**src/rtl/spi_eng_pkg.sv**
```systemverilog
package spi_eng_pkg;

  // Word width from the minus-one size field, clamped to [4, max_bits].
  function automatic int unsigned frame_bits(input int unsigned field,
                                             input int unsigned max_bits);
    if (field < 3) return 4;
    if (field + 1 > max_bits) return max_bits;
    return field + 1;
  endfunction

  // Half of the effective even prescale (bit 0 dropped, zero treated as 2).
  function automatic int unsigned half_prescale(input int unsigned raw);
    int unsigned even_v;
    even_v = raw & 32'hFFFF_FFFE;
    if (even_v == 0) return 1;
    return even_v / 2;
  endfunction

endpackage

```
**src/rtl/spi_rate_div.sv**
```systemverilog
module spi_rate_div
  import spi_eng_pkg::*;
#(
  parameter int PW = 8,
  parameter int SW = 8
) (
  input  logic          clk,
  input  logic          rst_n,
  input  logic          run,
  input  logic [PW-1:0] presc,
  input  logic [SW-1:0] scr,
  output logic          pre_tick,
  output logic          edge_stb
);
  localparam int HW = PW - 1;

  logic [HW-1:0] half_lim;
  logic [HW-1:0] pcnt;
  logic [SW-1:0] scnt;

  assign half_lim = HW'(half_prescale(32'(presc)) - 1);
  assign pre_tick = run && (pcnt == half_lim);
  assign edge_stb = pre_tick && (scnt == scr);

  always_ff @(posedge clk or negedge rst_n) begin
    if (!rst_n) begin
      pcnt <= '0;
      scnt <= '0;
    end else if (!run) begin
      pcnt <= '0;
      scnt <= '0;
    end else if (pre_tick) begin
      pcnt <= '0;
      scnt <= (scnt == scr) ? '0 : scnt + 1'b1;
    end else begin
      pcnt <= pcnt + 1'b1;
    end
  end

endmodule

```
**src/rtl/spi_shift_core.sv**
```systemverilog
module spi_shift_core
  import spi_eng_pkg::*;
#(
  parameter int DW  = 16,
  parameter int SZW = $clog2(DW)
) (
  input  logic           clk,
  input  logic           rst_n,
  input  logic           en,
  input  logic           cfg_cpol,
  input  logic           cfg_cpha,
  input  logic [1:0]     cfg_fmt,
  input  logic [SZW-1:0] cfg_dsize,
  input  logic           cfg_loop,
  input  logic           tx_empty,
  input  logic [DW-1:0]  tx_data,
  input  logic           miso,
  input  logic           edge_stb,
  output logic           tx_pop,
  output logic           rx_push,
  output logic [DW-1:0]  rx_data,
  output logic           sclk,
  output logic           mosi,
  output logic           frm_n,
  output logic           active
);
  localparam int NBW = $clog2(DW) + 1;
  localparam int ECW = $clog2(2 * DW);

  logic [NBW-1:0] nbits;
  logic [ECW-1:0] edge_cnt;
  logic [DW-1:0]  tx_sh, rx_sh, aligned, rx_next, mask, done_word;
  logic           lead, trail, last_edge, frame_done, start_ok, load;
  logic           capture, launch, in_bit;

  assign nbits      = NBW'(frame_bits(32'(cfg_dsize), DW));
  assign last_edge  = (edge_cnt == ECW'(2 * int'(nbits) - 1));
  assign lead       = active && edge_stb && !edge_cnt[0];
  assign trail      = active && edge_stb &&  edge_cnt[0];
  assign frame_done = trail && last_edge;
  assign start_ok   = en && (cfg_fmt == 2'b00) && !tx_empty;
  assign load       = start_ok && (!active || frame_done);
  assign tx_pop     = load;

  assign capture = cfg_cpha ? trail : lead;
  assign launch  = cfg_cpha ? lead : (trail && !last_edge);
  assign in_bit  = cfg_loop ? mosi : miso;

  assign aligned   = tx_data << (DW - int'(nbits));
  assign rx_next   = {rx_sh[DW-2:0], in_bit};
  assign mask      = (DW'(1) << nbits) - DW'(1);
  assign done_word = (cfg_cpha ? rx_next : rx_sh) & mask;

  always_ff @(posedge clk or negedge rst_n) begin
    if (!rst_n) begin
      active   <= 1'b0;
      edge_cnt <= '0;
      sclk     <= 1'b0;
      mosi     <= 1'b0;
      tx_sh    <= '0;
      rx_sh    <= '0;
      frm_n    <= 1'b1;
      rx_push  <= 1'b0;
      rx_data  <= '0;
    end else begin
      rx_push <= 1'b0;
      if (!en) begin
        active   <= 1'b0;
        frm_n    <= 1'b1;
        sclk     <= cfg_cpol;
        edge_cnt <= '0;
      end else begin
        if (capture) rx_sh <= rx_next;
        if (lead)  sclk <= ~cfg_cpol;
        if (trail) sclk <= cfg_cpol;
        if (launch) begin
          mosi  <= tx_sh[DW-1];
          tx_sh <= tx_sh << 1;
        end
        if (active && edge_stb) edge_cnt <= edge_cnt + 1'b1;
        if (frame_done) begin
          rx_push  <= 1'b1;
          rx_data  <= done_word;
          active   <= 1'b0;
          frm_n    <= 1'b1;
          edge_cnt <= '0;
        end
        if (load) begin
          active   <= 1'b1;
          frm_n    <= 1'b0;
          edge_cnt <= '0;
          mosi     <= aligned[DW-1];
          tx_sh    <= cfg_cpha ? aligned : (aligned << 1);
        end
        if (!active && !load) sclk <= cfg_cpol;
      end
    end
  end

endmodule

```
**src/rtl/spi_master_engine.sv**
```systemverilog
module spi_master_engine #(
  parameter int DW  = 16,
  parameter int PW  = 8,
  parameter int SW  = 8,
  parameter int SZW = $clog2(DW)
) (
  input  logic           clk,
  input  logic           rst_n,
  input  logic           en,
  input  logic           cfg_cpol,
  input  logic           cfg_cpha,
  input  logic [1:0]     cfg_fmt,
  input  logic [SZW-1:0] cfg_dsize,
  input  logic [PW-1:0]  cfg_presc,
  input  logic [SW-1:0]  cfg_scr,
  input  logic           cfg_loop,
  input  logic           tx_empty,
  input  logic [DW-1:0]  tx_data,
  output logic           tx_pop,
  output logic           rx_push,
  output logic [DW-1:0]  rx_data,
  output logic           sclk,
  output logic           mosi,
  input  logic           miso,
  output logic           frm_n,
  output logic           busy
);
  logic eng_active;
  logic eng_pre_tick;
  logic eng_edge_stb;

  spi_rate_div #(.PW(PW), .SW(SW)) u_div (
    .clk      (clk),
    .rst_n    (rst_n),
    .run      (eng_active),
    .presc    (cfg_presc),
    .scr      (cfg_scr),
    .pre_tick (eng_pre_tick),
    .edge_stb (eng_edge_stb)
  );

  spi_shift_core #(.DW(DW), .SZW(SZW)) u_core (
    .clk       (clk),
    .rst_n     (rst_n),
    .en        (en),
    .cfg_cpol  (cfg_cpol),
    .cfg_cpha  (cfg_cpha),
    .cfg_fmt   (cfg_fmt),
    .cfg_dsize (cfg_dsize),
    .cfg_loop  (cfg_loop),
    .tx_empty  (tx_empty),
    .tx_data   (tx_data),
    .miso      (miso),
    .edge_stb  (eng_edge_stb),
    .tx_pop    (tx_pop),
    .rx_push   (rx_push),
    .rx_data   (rx_data),
    .sclk      (sclk),
    .mosi      (mosi),
    .frm_n     (frm_n),
    .active    (eng_active)
  );

  assign busy = eng_active | ~tx_empty;

endmodule

```
**config.mk**
```make
export PLATFORM = sky130hd
export DESIGN_NAME = spi_master_engine
export DESIGN_NICKNAME = d
export VERILOG_FILES = /design/src/rtl/spi_eng_pkg.sv /design/src/rtl/spi_rate_div.sv /design/src/rtl/spi_shift_core.sv /design/src/rtl/spi_master_engine.sv
export SDC_FILE = /design/constraint.sdc
export NUM_CORES = 1
export LEC_CHECK = 0
export BUFFER_PORTS_ARGS = -buffer_cell sky130_fd_sc_hd__buf_2
export CAP_MARGIN = 20
export CORE_MARGIN = 10
export CORE_UTILIZATION = 30
export DETAILED_ROUTE_END_ITERATION = 8
export PLACE_DENSITY = 0.54
export SYNTH_ARGS = -nofsm -noshare
export SYNTH_HDL_FRONTEND = slang
export SYNTH_SLANG_ARGS = --single-unit
```
**constraint.sdc**
```tcl
create_clock -name clk -period 3.43 [get_ports clk]
set_input_delay 0.343 -clock clk [delete_from_list [all_inputs] [get_ports clk]]
set_output_delay 0.343 -clock clk [all_outputs]
set_load 0.05 [all_outputs]
```
=== Yosys cells after proc, flatten, opt, wreduce, memory -nomap -nowiden ===
Index checks and enable logic that the tools add are counted.

* Register bits after elaboration: 73
* Latch bits: 0
* Bits in writable memories: 0
* Memory bits (read-only): 0
* Input port bits: 46
* Output and inout port bits: 22
* Logic and storage cells: 97
* Memories: 0

* Add/sub/neg operators: 8
* $mul: 0
* Div/mod/pow operators: 0
* $lt $le $gt $ge: 2
* Equal/unequal tests: 7
* Shift-type cells: 2
* Muxes and demuxes: 40
* Bitwise gates (word level): 4
* Reductions and logical operators: 23

{| class="wikitable"
|+ Operator list
! operator !! number
|-
| two-way mux 16 bit || 4
|-
| two-way mux 5 bit || 7
|-
| logical NOT 32 bit || 1
|-
| left shift 16 x 32 -> 16 bit || 1
|-
| two-way mux 8 bit || 3
|-
| two-way mux 1 bit || 22
|-
| two-way mux 7 bit || 3
|-
| AND 16 bit || 1
|-
| left shift 1 x 5 -> 16 bit, first input constant || 1
|-
| subtractor 16 x 2 -> 16 bit, second input constant || 1
|-
| logical AND 1 bit || 11
|-
| adder 8 x 1 -> 8 bit, second input constant || 1
|-
| equality test 8 bit || 1
|-
| != test 4 x 1 -> 1 bit, second input constant || 2
|-
| adder 7 x 1 -> 7 bit, second input constant || 1
|-
| equality test 7 bit || 1
|-
| subtractor 7 x 1 -> 7 bit, second input constant || 1
|-
| AND reduction 2 bit || 3
|-
| subtractor 5 x 5 -> 6 bit, first input constant || 1
|-
| adder 4 x 1 -> 5 bit, second input constant || 1
|-
| adder 5 x 1 -> 5 bit, second input constant || 1
|-
| equality test 5 bit || 1
|-
| > comparator 5 bit, second input constant || 1
|-
| logical NOT 1 bit || 5
|-
| other kinds (10) || 11
|}

=== Longest topological paths before layout ===
* Depth in word-level cells: 16
* Depth in mapped cells: 17
* Gate-level depth less buffers: 14

=== By module ===
From an unflattened synthesis, not the netlist that was laid out.

* Cells, all modules: 646
* Area, all modules: 5,876.9 sq um

{| class="wikitable"
|+ Modules (own cells, without submodules)
! module !! instances !! cells each !! area each (sq um) !! sequential area each (sq um)
|-
| spi_shift_core || 1 || 521 || 4,742.0 || 1,452.6
|-
| spi_rate_div || 1 || 124 || 1,128.6 || 375.4
|-
| spi_master_engine || 1 || 1 || 6.3 || 0.0
|}

=== Worst setup path after synthesis ===
Ideal clock, no wire load.

* Kind: input to register
* From: input port cfg_dsize[0]
* To: register u_core.tx_sh[8]
* Setup time: 120 ps
* Arrival time: 3,738 ps
* Required time: 3,310 ps
* Setup slack: -428 ps
* Cell stages on the path: 17
* Path buffers: 4
* Cells stage by stage: ha_1 buf_4 or3_1 clkbuf_1 o211ai_1 ha_1 ha_1 clkbuf_1 xor2_1 o2111ai_2 a211oi_2 a31oi_1 or2_0 buf_6 inv_2 o311ai_0 a31o_2

* Cells in the longest elaborated chain, start to end: 13
* Elaborated cells between the ends (all ways): 24
* Those cells by class: add/sub: 3; order compare: 2; eq/ne: 1; shift: 1; mux: 10; reduce/logical: 7

{| class="wikitable"
|+ Ends and longest elaborated chain
! element !! line !! RTL
|-
| start, declared || spi_master_engine.sv:13 || <nowiki>input logic [SZW-1:0] cfg_dsize,</nowiki>
|-
| adder 4 x 1 -> 5 bit || spi_eng_pkg.sv:7, spi_eng_pkg.sv:8 ||
|-
| > comparator 5 bit || spi_eng_pkg.sv:7 || <nowiki>if (field + 1 > max_bits) return max_bits;</nowiki>
|-
| two-way mux 1 bit (2 in a row) || spi_eng_pkg.sv:7 ||
|-
| two-way mux 5 bit || spi_eng_pkg.sv:8 || <nowiki>return field + 1;</nowiki>
|-
| two-way mux 5 bit * || spi_eng_pkg.sv:7 ||
|-
| subtractor 5 x 1 -> 5 bit * || spi_shift_core.sv:37 || <nowiki>assign last_edge = (edge_cnt == ECW'(2 * int'(nbits) - 1));</nowiki>
|-
| equality test 5 bit * || spi_shift_core.sv:37 ||
|-
| logical AND 1 bit * || spi_shift_core.sv:40 || <nowiki>assign frame_done = trail && last_edge;</nowiki>
|-
| logical OR 1 bit * || spi_shift_core.sv:42 || <nowiki>assign load = start_ok && (!active || frame_done);</nowiki>
|-
| logical AND 1 bit * || spi_shift_core.sv:42 ||
|-
| net tx_pop || spi_master_engine.sv:19 || <nowiki>output logic tx_pop,</nowiki>
|-
| nonzero test 2 bit (no source line) || - ||
|-
| AND reduction 2 bit (no source line) || - ||
|-
| end signal, assigned || spi_shift_core.sv:78 || <nowiki>tx_sh <= tx_sh << 1;</nowiki>
|-
| end signal, assigned || spi_shift_core.sv:93 || <nowiki>tx_sh <= cfg_cpha ? aligned : (aligned << 1);</nowiki>
|-
| end, declared || spi_shift_core.sv:32 || <nowiki>logic [DW-1:0] tx_sh, rx_sh, aligned, rx_next, mask, done_word;</nowiki>
|}

The timed path passes the listed nets; every way through them passes the cells marked *. The select of a mux whose other input is x is not followed.
A chain may end at the register's enable or synchronous reset.

=== Worst setup path after layout ===
* From: input port cfg_dsize[0]
* To: output port tx_pop

* Cells in the longest elaborated chain, start to end: 11
* Elaborated cells between the ends (all ways): 15
* Those cells by class: add/sub: 2; order compare: 2; eq/ne: 1; mux: 7; reduce/logical: 3

{| class="wikitable"
|+ Ends and longest elaborated chain
! element !! line
|-
| adder 4 x 1 -> 5 bit || spi_eng_pkg.sv:7, spi_eng_pkg.sv:8
|-
| > comparator 5 bit || spi_eng_pkg.sv:7
|-
| two-way mux 1 bit (2 in a row) || spi_eng_pkg.sv:7
|-
| two-way mux 5 bit || spi_eng_pkg.sv:8
|-
| two-way mux 5 bit * || spi_eng_pkg.sv:7
|-
| subtractor 5 x 1 -> 5 bit * || spi_shift_core.sv:37
|-
| equality test 5 bit * || spi_shift_core.sv:37
|-
| logical AND 1 bit * || spi_shift_core.sv:40
|-
| logical OR 1 bit * || spi_shift_core.sv:42
|-
| logical AND 1 bit * || spi_shift_core.sv:42
|-
| end, declared || spi_master_engine.sv:19
|}

Every way passes the cells marked *; elsewhere a longest branch is shown, timed or not. The select of a mux whose other input is x is not followed.

==> results.md <==
- Post-synthesis sequential area ratio: 33.00%
- Vias per inst: 5.246
- Top_reg_cell synth: dfrtp_1
- Post-synth EDFFs: 0
- Sw Pwr: 0.8439 mW
- Via Count: 5,099
- Die X: 155.9 um
- Synth cell types: 82
- Critical path's slowest cell: or3_1
- Gate power share: 29.0%
- Multi-input logic area: 3466 um^2
- H-Tree Depth: 3
- DRT antenna net count: 0
- All-Layer GR Usage: 12.85%
- Clk root buf: clkbuf_16
- Ports: 68
- Most used cell, CP: ha_4
- Tightest Pin Transition: 0.9361 ns
- Fmax achieved: 305.8 MHz
- R2r startpoint: u_div.pcnt[6]
- CP startpoint kind: primary input
- Syn Std Cell Area: 5539 um^2
- Largest net degree at the start of global routing: 74
- Grt ovf: 0
- Die ar.: 24,300 um^2
- Crit path kind: in2out
- Vias in the first global route: 4,865
- Peak supply drop: 0.2295 mV
- Layout filler cell count: 1,870
- CTS clk-pin slew, worst paths: 0.06 ns
- R2R depth: 8
- Internal: 1.912 mW
- WL per Instance: 16.02 um
- Slew HR: 37.60%
- Worst reg2reg setup slack: 0.64 ns
- Synth-to-Final Area Change: 23.27%
- Endpoints failing hold: 0
- Total Routed Length: 15.57 mm
- CTS tree: built
- Layout cells sized above 1: 26.38%
- Worst path arrival time: 2.93 ns
- Sequential group share of total power: 35.4%
- Avg Cell Area, Syn: 8.641 um^2
- Status: finished, final reports clean
- Core Region: 18,090 um^2
- Reg area: 1828 um^2
- Net Count, Synth: 700
- RR Endpoint: u_core.rx_data[13]
- Sw Ratio: 30.62%
- Max-Cap Viols: 0
- Final HPWL DP: 12.10 mm
- CP Capture Type: primary output
- Router iterations before antenna repair: 5
- Worst skew pair latency: 0.34 ns
- Post-route DRC: 0
- HP Class: in2async
- Fin crit share: 95.35%
- # diodes: 0
- First-pass GRT wire length: 25.70 mm
- Crit path cell chain: buf_2 > ha_4 > or3_1 > o211ai_1 > ha_2 > ha_4 > xor2_2 > o2111ai_2 > a211oi_2 > a31oi_2 > or2_1 > buf_6 > inv_8 > buf_8
- Die height: 155.9 um
- Min Tclk post-route: 3.270 ns
- Cts bufs inserted: 9
- Final net count: 798
- PwrDens: 403.6 nW/um^2
- Most frequent cells in the layout: dfrtp_1, nand2_1, buf_2
- Initial antenna violation count: 0
- FP Rows: 49
- Final max-slew violation count: 0
- Bufs on Longest Clock Path: 2
- Area after DPL: 6467 um^2
- CTS hold repair buffers: 0
- Crit path buf inv count: 4
- Post-synth ARST share: 100.0%
- Crit Path Max Fanout: 6
- GP Congestion: 0.8394
- Pre-CTS setup slack: -0.03850 ns
- CTS Sinks: 73
- Clock network fraction of total power: 35.5%
- Final setup vio count: 0
- Setup Skew: 0.009459 ns
- Worst setup margin: 0.1596 ns
- Max incr delay on CP: 0.32 ns
- Leakage: 3.093 nW
- IO Port Bufs: 66
- Worst EP required: 3.09 ns
- Final Cell Area: 6828 um^2
- DR iter-0 viols: 381
- Final setup TNS: 0 ns
- CP delay by family, top: compound AO/OA/AOI/OAI gates
- Commonest non-fill, non-tap cell in the layout: dfrtp_1
- YS warnings: 0
- Yosys reg bits: 73
- Starting density of the core: 30.63%
- Syn Inst Count: 641
## how the worst max path moves through the flow
stage / start / end / cells after the start
floorplan: cfg_dsize[0] / u_core.tx_sh[6] / 16
global placement: cfg_presc[4] / u_core.rx_data[3] / 11
detailed placement: cfg_dsize[0] / u_core.tx_sh[3] / 14
CTS: cfg_dsize[0] / tx_pop / 14
global route: cfg_dsize[1] / tx_pop / 14
finish: cfg_dsize[0] / tx_pop / 14
## state kept, by name, summed over array words and instances, names as in the netlist
signal           cells
u_core.sclk          1
u_core.mosi          1
u_div.pcnt           7
u_core.active        1
u_core.tx_sh        16
u_core.rx_data      16
u_core.rx_push       1
u_core.rx_sh        16
u_core.edge_cnt      5
u_div.scnt           8
u_core.frm_n         1
## layout make-up
type	instances	area share [%]
clock inverters	6	1.228
multi-input cells	503	50.76
inverters	23	1.374
repair buffers	129	12.37
clock buffers	9	3.299
well taps	229	4.196
flip-flops and latches	73	26.77
## synthesized netlist by cell type, types with 4 or more instances
master,count,share of area [%]
o41ai_1,4,0.63
o211ai_1,7,0.95
nor3_1,12,1.1
nor3_2,4,0.72
nand2b_1,7,0.79
or2_2,5,0.56
ha_1,13,2.9
o31ai_1,13,1.8
a21o_1,7,0.95
xnor2_1,13,2.1
nor2b_1,5,0.56
a21oi_1,27,2.4
a31oi_1,14,1.6
xor2_1,22,3.5
mux2i_1,20,3.6
nand3_1,29,2.6
nand2_1,66,4.5
o2111ai_1,6,0.95
inv_1,22,1.5
and3_1,12,1.4
mux2_2,23,4.7
or3_1,4,0.45
a31o_2,4,0.63
and4b_1,4,0.72
nor2_1,44,3.0
buf_2,10,0.90
dfrtp_1,72,33
nand4_1,8,0.90
o21a_1,4,0.54
o21ai_0,41,3.7
nor4_1,6,0.68
o22ai_1,7,0.79
clkbuf_1,25,1.7
a221oi_1,4,0.63
## kinds of logic (layout without fill, tap and decap cells)
logic type                 after synthesis  count (layout)  synth area share, %
AOI/OAI and AO/OA                      182             182                22.84
xor gates and xnor gates                35              35                5.534
buffers and inverters                   65             167                5.173
adders and majority gates               13              13                2.937
muxes                                   47              47                9.713
and+or+nand+nor                        226             226                20.80
DFF                                     73              73                33.00
## power groups by stage
stage               Clock, mW  Sequential [mW]  Combinational [mW]
finish                  0.979            0.976               0.800
global route             1.04            0.985               0.892
CTS                      1.00            0.977               0.794
detailed placement          0            0.991               0.788
global placement            0            0.988               0.791
floorplan                   0             1.01               0.506
## through the flow
| step | utilization, % | total power, mW | hold slack [ns] | std cells |
|---|---|---|---|---|
| after global placement | 35.76 | 1.779 | 0.4624 | 953 |
| after CTS | 37.48 | 2.774 | 0.1890 | 968 |
| after global routing | 37.75 | 2.913 | 0.2315 | 972 |
| final | 37.75 | 2.756 | 0.1404 | 972 |
| after floorplan | - | 1.514 | 0.04741 | 641 |
| after detailed placement | 35.76 | 1.780 | 0.4662 | 953 |
## layer usage
metal	part of all wire (%)	wire length [um]	global-route usage, %
met5	0	0	0
met4	1.2	193	3.822
met1	50	7806	18.07
met2	44	6917	19.91
met3	4.2	656	1.847
## worst reg2reg max path, cell delays in order (launching register included)
cell	delay [ns]
dfrtp_1	0.40
xor2_1	0.27
xor2_1	0.11
o41ai_1	0.30
o2bb2ai_1	0.28
and3_1	0.42
nand3_1	0.34
buf_4	0.30
o31ai_1	0.29
## timing repair
action	4_1_cts	5_1_grt
endpoints found under the setup margin	1	1
pin swaps	0	6
resized for setup	1	5
buffers inserted	0	4
Note: power is estimated with default switching activity, not from simulation.
